===== src/rtl/rx_irq_pkg.sv =====
package rx_irq_pkg;
  localparam int NUM_EV   = 3;
  localparam int EV_EARLY = 0;
  localparam int EV_FRAME = 1;
  localparam int EV_NORES = 2;
  typedef logic [NUM_EV-1:0] ev_vec_t;
endpackage


===== src/rtl/rx_byte_counter.sv =====
module rx_byte_counter #(
  parameter int CNT_W = 16
) (
  input  logic             clk,
  input  logic             rst,
  input  logic             byte_strobe,
  input  logic             frame_close,
  input  logic             early_en,
  input  logic [CNT_W-1:0] hdr_thresh,
  output logic             early_ev
);
  localparam logic [CNT_W:0] CNT_MAX = {1'b0, {CNT_W{1'b1}}};

  logic [CNT_W-1:0] cnt_q;
  logic             fired_q;
  logic [CNT_W:0]   cnt_inc;
  logic [CNT_W-1:0] cnt_sat;

  // widened add so saturation at the top code is exact
  assign cnt_inc = {1'b0, cnt_q} + {{CNT_W{1'b0}}, 1'b1};
  assign cnt_sat = (cnt_inc > CNT_MAX) ? CNT_MAX[CNT_W-1:0] : cnt_inc[CNT_W-1:0];

  always_comb begin
    early_ev = 1'b0;
    if (early_en && byte_strobe && !fired_q && (cnt_inc >= {1'b0, hdr_thresh}))
      early_ev = 1'b1;
  end

  always_ff @(posedge clk) begin
    if (rst) begin
      cnt_q   <= '0;
      fired_q <= 1'b0;
    end else if (frame_close) begin
      cnt_q   <= '0;
      fired_q <= 1'b0;
    end else begin
      if (byte_strobe) cnt_q <= cnt_sat;
      if (early_ev)    fired_q <= 1'b1;
    end
  end
endmodule


===== src/rtl/rx_nores_latch.sv =====
module rx_nores_latch (
  input  logic clk,
  input  logic rst,
  input  logic frame_drop,
  input  logic res_restart,
  output logic nores_ev
);
  logic armed_q;

  assign nores_ev = frame_drop && armed_q;

  always_ff @(posedge clk) begin
    if (rst)              armed_q <= 1'b1;
    else if (res_restart) armed_q <= 1'b1;
    else if (frame_drop)  armed_q <= 1'b0;
  end
endmodule


===== src/rtl/rx_irq_status.sv =====
module rx_irq_status #(
  parameter int N = 3
) (
  input  logic         clk,
  input  logic         rst,
  input  logic [N-1:0] set_ev,
  input  logic         ack_wr,
  input  logic [N-1:0] ack_data,
  output logic [N-1:0] status,
  output logic         irq
);
  logic [N-1:0] st_next;

  for (genvar k = 0; k < N; k++) begin : g_bit
    always_comb begin
      st_next[k] = status[k];
      if (ack_wr && ack_data[k]) st_next[k] = 1'b0;
      if (set_ev[k])             st_next[k] = 1'b1;
    end
  end

  always_ff @(posedge clk) begin
    if (rst) begin
      status <= '0;
      irq    <= 1'b0;
    end else begin
      status <= st_next;
      irq    <= |st_next;
    end
  end
endmodule


===== src/rtl/rx_irq_gen.sv =====
module rx_irq_gen
  import rx_irq_pkg::*;
#(
  parameter int CNT_W = 16
) (
  input  logic              clk,
  input  logic              rst,
  input  logic              byte_strobe,
  input  logic              frame_end,
  input  logic              frame_drop,
  input  logic              early_en,
  input  logic [CNT_W-1:0]  hdr_thresh,
  input  logic              res_restart,
  input  logic              ack_wr,
  input  logic [NUM_EV-1:0] ack_data,
  output logic [NUM_EV-1:0] irq_status,
  output logic              irq
);
  ev_vec_t ev_vec;
  logic    early_ev;
  logic    nores_ev;

  rx_byte_counter #(.CNT_W(CNT_W)) u_cnt (
    .clk         (clk),
    .rst         (rst),
    .byte_strobe (byte_strobe),
    .frame_close (frame_end | frame_drop),
    .early_en    (early_en),
    .hdr_thresh  (hdr_thresh),
    .early_ev    (early_ev)
  );

  rx_nores_latch u_nores (
    .clk         (clk),
    .rst         (rst),
    .frame_drop  (frame_drop),
    .res_restart (res_restart),
    .nores_ev    (nores_ev)
  );

  always_comb begin
    ev_vec           = '0;
    ev_vec[EV_EARLY] = early_ev;
    ev_vec[EV_FRAME] = frame_end;
    ev_vec[EV_NORES] = nores_ev;
  end

  rx_irq_status #(.N(NUM_EV)) u_stat (
    .clk      (clk),
    .rst      (rst),
    .set_ev   (ev_vec),
    .ack_wr   (ack_wr),
    .ack_data (ack_data),
    .status   (irq_status),
    .irq      (irq)
  );
endmodule


===== config.mk =====
export PLATFORM = sky130hd
export DESIGN_NAME = rx_irq_gen
export DESIGN_NICKNAME = d
export VERILOG_FILES = /design/src/rtl/rx_irq_pkg.sv /design/src/rtl/rx_byte_counter.sv /design/src/rtl/rx_nores_latch.sv /design/src/rtl/rx_irq_status.sv /design/src/rtl/rx_irq_gen.sv
export SDC_FILE = /design/constraint.sdc
export NUM_CORES = 1
export LEC_CHECK = 0
export ABC_CLOCK_PERIOD_IN_PS = 3890
export BUFFER_PORTS_ARGS = -buffer_cell sky130_fd_sc_hd__buf_4
export CAP_MARGIN = 20
export CORE_ASPECT_RATIO = 1.2
export CORE_MARGIN = 3
export CORE_UTILIZATION = 58
export CTS_BUF_LIST = sky130_fd_sc_hd__clkbuf_4 sky130_fd_sc_hd__clkbuf_8
export CTS_CLUSTER_SIZE = 8
export DETAILED_ROUTE_END_ITERATION = 8
export GPL_ROUTABILITY_DRIVEN = 1
export PLACE_DENSITY = 0.82
export SETUP_SLACK_MARGIN = 0.15
export SYNTH_ARGS = -nofsm -noshare
export SYNTH_HDL_FRONTEND = slang
export SYNTH_HIERARCHICAL = 1
export SYNTH_SLANG_ARGS = --single-unit

===== constraint.sdc =====
create_clock -name clk -period 3.89 [get_ports clk]
set_input_delay 0.1945 -clock clk [delete_from_list [all_inputs] [get_ports clk]]
set_output_delay 0.1945 -clock clk [all_outputs]
set_load 0.05 [all_outputs]

After elaboration in Yosys (flattened, before gate mapping)

Cells that the tools add are included.

Flip-flop bits (word level): 22
Input port bits: 27
Word-level logic and storage cells: 28

Add/sub/neg operators: 1
Magnitude comparators: 2
Mux-type cells: 8
Bitwise operators: 1
Reductions and logical operators: 11

Operator list:

| cell                    | number |
|---|---|
| $add A16 B1 Y17 const B | 1 |
| $ge A17 B16 Y1          | 1 |
| $gt A17 B16 Y1 const B  | 1 |
| $mux W16                | 1 |
| $logic_and A1 B1 Y1     | 7 |
| $mux W1                 | 7 |
| $reduce_or A2 Y1        | 2 |
| $reduce_or A3 Y1        | 1 |
| $logic_not A1 Y1        | 1 |
| $or A1 B1 Y1            | 1 |

Longest topological paths before layout

Gate-level depths: netlist (run 1).

Word-level depth: 6
Gate-level depth with buffers: 15
Mapped depth without buffers: 15

Modules after synthesis

Netlist (run 1), hierarchy kept.

By module, submodules not included:

| module          | instances | cells each | area each (µm²) | seq. area each (µm²) |
|---|---|---|---|---|
| rx_byte_counter | 1         | 193        | 1574.0          | 340.3 |
| rx_irq_status   | 1         | 14         | 135.1           | 80.1 |
| rx_nores_latch  | 1         | 5          | 40.0            | 20.0 |
| rx_irq_gen      | 1         | 1          | 6.3             | 0.0 |

Worst setup path after synthesis (run 1)

OpenSTA, ideal clock, no wires.

Path kind: register to register
Start point: reg u_cnt.cnt_q[1]
End point: reg u_stat.irq
Arrival time: 2968 ps
Required time: 3766 ps
Slack: 798 ps
Stages on the path, launching flop included: 16
Cell sequence: dfxtp_1 > ha_1 > nand3_1 > nor3_1 > nand2_1 > xnor2_1 > ha_1 > a21o_1 > a21o_1 > a211oi_1 > o22ai_1 > o31ai_1 > a21oi_1 > nor2b_1 > a21oi_2 > a31oi_1

Longest elaborated chain between the ends: 6

RTL lines:

| item                   | RTL line              | source |
|---|---|---|
| start, declared        | rx_byte_counter.sv:14 | `logic [CNT_W-1:0] cnt_q;` |
| start signal, assigned | rx_byte_counter.sv:37 | `if (byte_strobe) cnt_q <= cnt_sat;` |
| $add A16 B1 Y17        | rx_byte_counter.sv:20 | `assign cnt_inc = {1'b0, cnt_q} + {{CNT_W{1'b0}}, 1'b1};` |
| $ge A17 B16 Y1         | rx_byte_counter.sv:25 | `if (early_en && byte_strobe && !fired_q && (cnt_inc >= {1'b0, hdr_thresh}))` |
| $logic_and A1 B1 Y1    | rx_byte_counter.sv:25 |  |
| $mux W1                | rx_byte_counter.sv:25 |  |
| via early_ev           | rx_irq_gen.sv:20      | `logic early_ev;` |
| $mux W1                | rx_irq_status.sv:18   | `if (set_ev[k]) st_next[k] = 1'b1;` |
| $reduce_or A3 Y1       | rx_irq_status.sv:28   | `irq <= \|st_next;` |
| end signal, assigned   | rx_irq_status.sv:28   |  |
| end, declared          | rx_irq_status.sv:10   | `output logic irq` |

The timed path passes the listed nets, and every way through them passes these cells.
A chain may end at the register's enable or synchronous reset.

Worst setup path in the final report (run 1)

Start point: reg u_cnt.cnt_q[0]
End point: reg u_stat.irq

Same word-level chain as after synthesis.

==> results of run 1 <==
## timing repair
item	4_1_cts	5_1_grt
gates resized for setup	0	3
hold buffers	0	0
setup endpoints to repair	0	2
## routing by layer
metal,GRT usage,vias to the layer above,wire length [um]
met4,0.163,0,241
li1,-,818,-
met1,0.290,727,1660
met2,0.408,75,2000
met5,0,-,0
met3,0.0332,24,316
## power groups by stage
stage                     clock, mW  sequential (mW)  combinational (mW)
after detailed placement          0            0.242              0.0757
after global routing          0.143            0.238              0.0848
after CTS                     0.136            0.237              0.0763
after global placement            0            0.241              0.0746
after floorplan                   0            0.248              0.0352
final                         0.134            0.237              0.0759
## area by class of cell
type,instances,area (um^2),area share
well taps,34,42.5,0.0211
clock buffers,4,36.3,0.0180
flip-flops and latches,22,443,0.219
repair buffers,30,225,0.112
inverters,18,67.6,0.0335
multi-input cells,164,1200,0.596
## registers in the layout (all words and copies together), names as in the netlist
register,flops
u_cnt/cnt_q,16
u_cnt/fired_q,1
u_nores/armed_q,1
u_stat/irq,1
u_stat/status,3
## logic make-up (layout without fill, tap and decap cells)
group | Yosys count | count (layout) | synth area share
DFF | 22 | 22 | 0.251
adders and majority gates | 18 | 18 | 0.128
buffers and inverters | 27 | 52 | 0.0663
xor gates and xnor gates | 16 | 16 | 0.0884
AOI/OAI and AO/OA | 50 | 50 | 0.198
and+or+nand+nor | 80 | 80 | 0.268
## cells in the mapped netlist, drive strengths merged, types with 7 or more instances
| master | n |
|---|---|
| dfxtp | 22 |
| nor2 | 19 |
| ha | 18 |
| inv | 18 |
| nand2 | 15 |
| a21oi | 12 |
| nand3 | 9 |
| o21ai | 9 |
| xnor2 | 9 |
| buf | 7 |
| nand4 | 7 |
| xor2 | 7 |
## critical path, stage by stage, from the launching register on
cell	delay (ns)
dfxtp_2	0.46
ha_1	0.31
nand3_1	0.26
nor3_2	0.24
nand2_1	0.10
xnor2_1	0.21
ha_1	0.28
a21o_1	0.16
a21o_1	0.17
a211oi_1	0.31
o22ai_1	0.17
o31ai_1	0.26
a21oi_1	0.12
nor2b_1	0.15
a21oi_2	0.12
a31oi_1	0.09
## worst paths after layout
path / startpoint / end / slack (ns) / cells past startpoint
hold / removal: frame_drop / u_nores/armed_q$_SDFFE_PP1P_ / 0.03 / 2
setup / recovery: u_cnt/cnt_q[0]$_SDFFE_PP0P_ / u_stat/irq$_SDFF_PP0_ / 0.38 / 15
hold reg to reg: u_nores/armed_q$_SDFFE_PP1P_ / u_nores/armed_q$_SDFFE_PP1P_ / 0.46 / 2
setup reg to reg: u_cnt/cnt_q[0]$_SDFFE_PP0P_ / u_stat/irq$_SDFF_PP0_ / 0.38 / 15
## stage by stage
step / setup slack (ns) / power (mW)
finish: 0.381 / 0.447
global route: 0.176 / 0.465
CTS: 0.220 / 0.449
detailed placement: 0.332 / 0.317
global placement: 0.504 / 0.316
floorplan: 0.798 / 0.283
## placed cells by master (no fill, tap or decap), types with 2 or more instances in the layout
| cell type | n |
|---|---|
| a211oi_1 | 2 |
| a21o_1 | 6 |
| a21oi_1 | 9 |
| a21oi_2 | 3 |
| a311oi_1 | 2 |
| a41oi_1 | 2 |
| and3_1 | 4 |
| and4_1 | 2 |
| buf_4 | 30 |
| clkbuf_4 | 3 |
| dfxtp_1 | 20 |
| dfxtp_2 | 2 |
| ha_1 | 18 |
| inv_1 | 18 |
| nand2_1 | 15 |
| nand3_1 | 8 |
| nand3b_1 | 2 |
| nand4_1 | 5 |
| nor2_1 | 19 |
| nor2b_1 | 2 |
| nor3_1 | 4 |
| o21ai_0 | 7 |
| o21ai_1 | 2 |
| o221a_2 | 4 |
| o22ai_1 | 6 |
| or3_1 | 2 |
| xnor2_1 | 7 |
| xnor2_2 | 2 |
| xor2_1 | 7 |
==> results.toml, run 1 <==
[power]
combPwrFrac = 0.170
clockPowerShare = 0.301
power_density_nw_per_um2 = 222
p_leak_nw = 1.02
seqPwrFrac = 0.530
swShare = 0.276
p_switching_mw = 0.123
ir_drop_mv = 0.230
p_int_mw = 0.324

[yosys]
synthArstFlopShare = 0
syn_inst = 213
synth_area_um2 = 1760
synth.top_cell.area_share = 0.251
synthFlopType = "dfxtp_1"
synth_nets = 258
synth_edf_count = 0
synth_seq_cells = 22
synth.avg_cell_area_um2 = 8.24
synthTopCellsByArea = "dfxtp_1 (25%), ha_1 (13%), nor2_1 (4.1%), inv_1 (3.8%), xnor2_1 (3.5%)"
synth_cell_types = 53
synth_top_area_cell = "dfxtp_1"
ys_seq_area_frac = 0.251
yosysWarnings = 6

[clock_tree]
cts_sinks = 22
clockRootBuffer = "clkbuf_4"
numCtsBuffers = 3
insertion_delay_ns = 0.33
cts_tree = "built"
htree_num_levels = 1
post_cts_buffers = 0
clockBufferDepth = 2
clkTransAtPathRegs_ns = 0.14

[sta]
slew_headroom = 0.574
fin_crit_sh = 0.902
drv_slew = 0
fmax_ghz = 0.285
fin_worst_skew_ns = 0.0139
rsz0062_at_grt = "false"
tightest_slew_ns = 0.636
setup_viol = 0
holdWs_ns = 0.0280
layout_min_cycle_time_ns = 3.51
hold_violations = 0
setup-tns-final_ns = 0

[routing]
antenna_left = 0
wl_per_cell_um = 15.5
wirelength_um = 4210
first_iter_violations = 48
viasPerCell = 6.04
drcViolationCount = 0
dr.pass1.iters = 4
num_vias = 1644

[layout]
fin_nets = 284
drive_gt1_frac = 0.231
design_area_um2 = 2020
final-instance-count-excl-fill = 272
post-route-util = 0.711
diodes = 0
synthToLayoutAreaGrowth_pct = 15.0
nFillCells = 251

[die]
start_util = 0.619
die_area_um2 = 3730
pin_count = 31
coreArea_um2 = 2840
die_w_um = 56.2
die_y_um = 66.3
rows = 21

[setup_path]
critPathKind = "flop to flop"
worstPathArrival_ns = 3.72
cp_max_fo = 11
cp.required_ns = 4.10
end_kind = "flop"
cp-start-kind = "flop"

[placement]
placed_cell_area_um2 = 1970
hpwlAfterDp_um = 3130
dp.cells = 268
gp_congestion = 0.930
portBuffers = 30

[global_route]
grt_max_degree = 22
grt.overflow.total = 0
grt_pass1_wl_um = 7090
track_usage = 0.244
antenna_found_initial = 0
grt_pass1_vias = 1590

[status]
status = "finished clean"

[min_path]
hold_class = "primary input to flop"

[job]
maxCapViolations = 0
Note: power is estimated with default switching activity, not from simulation.
==> run 2: changes to the inputs <==
CORE_UTILIZATION = 50   (was 58)
PLACE_DENSITY = 0.73   (was 0.82)
==> results.toml, run 2 (synthesized netlist as in run 1, its figures left out) <==
[status]
status = "finished clean"

[sta]
setup-tns-final_ns = 0
layout_min_cycle_time_ns = 3.45
hold_violations = 0
fmax_ghz = 0.290
fin_crit_sh = 0.886
drv_slew = 0
setup_viol = 0
slew_headroom = 0.602
tightest_slew_ns = 0.594
fin_worst_skew_ns = 0.00432
holdWs_ns = 0.0461
rsz0062_at_grt = "false"

[min_path]
hold_start = "frame_drop"
min_to = "u_nores/armed_q$_SDFFE_PP1P_"
hold_class = "primary input to flop"
worstHoldPathCells = 2

[global_route]
grt.overflow.total = 0
grt_util_met1 = 0.275
use_met3 = 0.0310
track_usage = 0.217
grt_pass1_wl_um = 7130
grt_pass1_vias = 1559
antenna_found_initial = 0
grt_max_degree = 22
gr-usage-met2 = 0.361
busiest_layer = "met2"

[setup_path]
cp-start-kind = "flop"
cp_top_family = "compound AO/OA/AOI/OAI gates"
rrSetupSlack_ns = 0.44
worstSetupStartpoint = "u_cnt/cnt_q[0]$_SDFFE_PP0P_"
worstPathArrival_ns = 3.67
reg2reg_to = "u_stat/irq$_SDFF_PP0_"
cpMaxStageDelayCell = "dfxtp_2"
slowest_delay_ns = 0.47
cp_max_fo = 11
worstPathCellList = "ha_1, nand3_1, nor3_2, nand2_1, xnor2_1, ha_1, a21o_1, a21o_1, a211oi_1, o22ai_1, o31ai_1, a21oi_1, nor2b_1, a21oi_2, a31oi_1"
end_kind = "flop"
critPathKind = "flop to flop"
rr_worst_depth = 15
cp.required_ns = 4.11
r2r-start = "u_cnt/cnt_q[0]$_SDFFE_PP0P_"
critPathBufInv = 0

[routing]
dr.pass1.iters = 4
num_vias = 1640
antenna_left = 0
first_iter_violations = 59
wirelength_um = 4200
drcViolationCount = 0
viasPerCell = 5.99
wl_per_cell_um = 15.3

[layout]
regMostFlops = "u_cnt/cnt_q"
register_area_um2 = 443
reg_top3 = "u_cnt/cnt_q (16), u_stat/status (3)"
drive_gt1_frac = 0.231
design_area_um2 = 2040
layout_common_cells = "buf_4 (30), dfxtp_1 (20), nor2_1 (19), inv_1 (18), ha_1 (18)"
mostFrequentLayoutCell = "buf_4"
largest_reg_flops = 16
fin_nets = 284
diodes = 0
synthToLayoutAreaGrowth_pct = 16.0
final-instance-count-excl-fill = 274
nFillCells = 304
multiInputGateArea_um2 = 1200

[placement]
dp.cells = 270
gp_congestion = 0.962
placed_cell_area_um2 = 1980
hpwlAfterDp_um = 3180
portBuffers = 30

[power]
combPwrFrac = 0.154
p_leak_nw = 1.02
power_density_nw_per_um2 = 242
swShare = 0.248
p_switching_mw = 0.122
total_power_mw = 0.493
clockPowerShare = 0.366
seqPwrFrac = 0.480
p_int_mw = 0.371
ir_drop_mv = 0.265

[clock_tree]
clockRootBuffer = "clkbuf_4"
numCtsBuffers = 3
insertion_delay_ns = 0.32
cts_tree = "built"
htree_num_levels = 1
cts_sinks = 22
clockBufferDepth = 2
clkTransAtPathRegs_ns = 0.13

[die]
die_w_um = 60.1
rows = 22
coreArea_um2 = 3220
start_util = 0.545
pin_count = 31
die_y_um = 70.9
die_area_um2 = 4260

[job]
maxCapViolations = 0
==> run 2: final cells by class <==
| type | instances | area share |
|---|---|---|
| Multi-Input combinational cell | 164 | 0.591 |
| Sequential cell | 22 | 0.217 |
| Clock inverter | 1 | 0.0147 |
| Clock buffer | 3 | 0.0111 |
| Tap cell | 36 | 0.0221 |
| Timing Repair Buffer | 30 | 0.111 |
| Inverter | 18 | 0.0332 |
==> run 2: worst max-delay path by stage <==
stage	to	slack, ns	depth (start not counted)
after CTS	u_stat/irq$_SDFF_PP0_	0.33	15
after global routing	u_stat/irq$_SDFF_PP0_	0.13	15
after global placement	u_stat/irq$_SDFF_PP0_	0.47	15
after floorplan	u_stat/irq$_SDFF_PP0_	0.80	15
after detailed placement	u_stat/irq$_SDFF_PP0_	0.35	15
final	u_stat/irq$_SDFF_PP0_	0.44	15
==> run 2: worst reg2reg max path, delay by kind of cell (launching register included) <==
kind	cells	cell delay, ns
AOI/OAI and AO/OA	8	1.31
xor gates and xnor gates	1	0.21
adders and majority gates	2	0.59
DFF	1	0.47
and+or+nand+nor	4	0.77
==> run 2: layer usage <==
metal  share of wire  wire [um]  vias to the layer above
met1            0.43       1820                      758
li1                -          -                      820
met2            0.49       2070                       54
met4           0.027        112                        0
met5               0          0                        -
met3           0.048        201                        8
==> run 2: power groups by stage <==
stage               sequential (mW)  clock, mW  combinational (mW)
CTS                           0.237      0.185              0.0767
floorplan                     0.248          0              0.0352
global placement              0.242          0              0.0751
detailed placement            0.242          0              0.0764
finish                        0.237      0.180              0.0758
global route                  0.238      0.190              0.0853
==> run 2: stage by stage <==
step | utilization | setup WS, ns
3_5_place_dp | 0.614 | 0.353
5_1_grt | 0.632 | 0.134
3_3_place_gp | 0.614 | 0.474
2_1_floorplan | - | 0.798
4_1_cts | 0.630 | 0.335
6_report | 0.632 | 0.443
==> run 2: repair_timing <==
item | CTS | global route
setup buffers | 0 | 0
endpoints found under the setup margin | 0 | 3
gates resized for setup | 0 | 3
hold buffers | 0 | 0
==> run 3: changes to the inputs <==
ABC_CLOCK_PERIOD_IN_PS = 2790   (was 3890)
PLACE_DENSITY = 0.75   (was 0.73)
clock period = 2.79 ns   (was 3.89 ns; I/O delays follow)
==> results.toml, run 3 (synthesized netlist as in run 1, its figures left out) <==
[routing]
dr.pass1.iters = 4
wl_per_cell_um = 15.1
num_vias = 1816
viasPerCell = 5.73
wirelength_um = 4800
drcViolationCount = 0
antenna_left = 0
first_iter_violations = 79

[global_route]
grt_max_degree = 22
track_usage = 0.243
grt_pass1_wl_um = 8000
grt_pass1_vias = 1906
antenna_found_initial = 0
grt.overflow.total = 0

[sta]
slew_headroom = 0.572
drv_slew = 0
hold_violations = 0
setup_slack_ns = -0.0986
setup_viol = 3
layout_min_cycle_time_ns = 2.89
fmax_ghz = 0.346
tightest_slew_ns = 0.640
rsz0062_at_grt = "true"
fin_worst_skew_ns = 0.00195
fin_crit_sh = 1.04

[die]
rows = 22
die_w_um = 60.1
pin_count = 31
start_util = 0.545
coreArea_um2 = 3220
die_y_um = 70.9
die_area_um2 = 4260

[power]
swShare = 0.276
seqPwrFrac = 0.528
total_power_mw = 0.617
clockPowerShare = 0.270
p_switching_mw = 0.170
power_density_nw_per_um2 = 255
ir_drop_mv = 0.263
p_leak_nw = 1.27
combPwrFrac = 0.201
p_int_mw = 0.447

[status]
violations = "negative setup slack"
status = "finished, violations left"

[clock_tree]
cts_sinks = 22
numCtsBuffers = 3
cts_tree = "built"
clkTransAtPathRegs_ns = 0.13
clockRootBuffer = "clkbuf_4"
insertion_delay_ns = 0.31
htree_num_levels = 1
clockBufferDepth = 2

[layout]
reg_top3 = "u_cnt/cnt_q (16), u_stat/status (3)"
multiInputGateArea_um2 = 1260
mostFrequentLayoutCell = "buf_4"
drive_gt1_frac = 0.399
nFillCells = 272
regMostFlops = "u_cnt/cnt_q"
largest_reg_flops = 16
register_area_um2 = 452
diodes = 0
final-instance-count-excl-fill = 317
synthToLayoutAreaGrowth_pct = 37.7
fin_nets = 327
layout_common_cells = "buf_4 (70), inv_1 (18), nor2_1 (17), ha_1 (17), dfxtp_1 (15)"

[placement]
hpwlAfterDp_um = 3740
gp_congestion = 0.858
dp.cells = 303
portBuffers = 30

[setup_path]
worstPathArrival_ns = 3.10
cp-start-kind = "flop"
end_kind = "flop"
cp_max_fo = 5
cp.required_ns = 3.00
critPathKind = "flop to flop"

[job]
maxCapViolations = 0

[min_path]
hold_class = "primary input to flop"
[run 3: cell count changes in the layout (fill, tap and decap cells not counted), sizes merged]
cell and delta:
clkbuf +1, dlygate4sd3 +1, bufinv -1, buf +42
[run 3: path summary, 6_finish.rpt]
check             slack, ns                         start  depth (start not counted)                           end
setup / recovery       -0.1   u_cnt/cnt_q[6]$_SDFFE_PP0P_                         13         u_stat/irq$_SDFF_PP0_
hold / removal         0.02                           rst                          2   u_stat/status[0]$_SDFF_PP0_
setup reg to reg       -0.1   u_cnt/cnt_q[6]$_SDFFE_PP0P_                         13         u_stat/irq$_SDFF_PP0_
hold reg to reg        0.47  u_nores/armed_q$_SDFFE_PP1P_                          2  u_nores/armed_q$_SDFFE_PP1P_
[run 3: what timing repair did]
item,CTS,global route
resized for setup,9,3
pin swaps,9,3
hold endpoints to repair,1,0
endpoints found under the setup margin,3,3
hold buffers,1,0
setup buffers,8,1
[run 3: power groups by stage]
stage,clock (mW),sequential (mW),combinational (mW)
floorplan,0,0.345,0.0497
global placement,0,0.333,0.117
detailed placement,0,0.333,0.119
CTS,0.172,0.326,0.123
global route,0.187,0.327,0.137
finish,0.167,0.326,0.124
[run 3: metrics by stage]
step | TNS (ns) | area (um^2) | utilization | worst slack [ns] | hold WS (ns)
floorplan | 0 | 1810 | - | 0.0674 | 0.206
global placement | -0.253 | 2280 | 0.707 | -0.118 | 0.328
detailed placement | -0.394 | 2280 | 0.707 | -0.173 | 0.336
CTS | -0.0691 | 2400 | 0.746 | -0.0512 | 0.00807
global route | -0.560 | 2420 | 0.751 | -0.248 | 0.00814
finish | -0.165 | 2420 | 0.751 | -0.0986 | 0.0153
[run 3: final cells by class]
cell class,instances,area share
Inverter,18,0.0280
Multi-Input combinational cell,164,0.523
Sequential cell,22,0.187
Clock buffer,4,0.0124
Timing Repair Buffer,73,0.231
Tap cell,36,0.0186
[run 3: per-layer routing]
metal,vias to the layer above,routed length (um),track usage
met5,-,0,0
met4,0,101,0.0985
met3,9,261,0.0328
met2,59,2550,0.442
met1,843,1880,0.274
li1,905,-,-
[run 3: critical path, stage by stage, from the launching register on]
cell and delay, ns:
dfxtp_2 0.37, nand3_4 0.12, or3_4 0.41, nor2_2 0.11, xor2_1 0.24, ha_1 0.29, a21o_1 0.20, a211oi_2 0.20
o22ai_1 0.10, o31ai_1 0.25, a21oi_1 0.12, nor2b_2 0.17, a21oi_2 0.12, a31oi_1 0.09
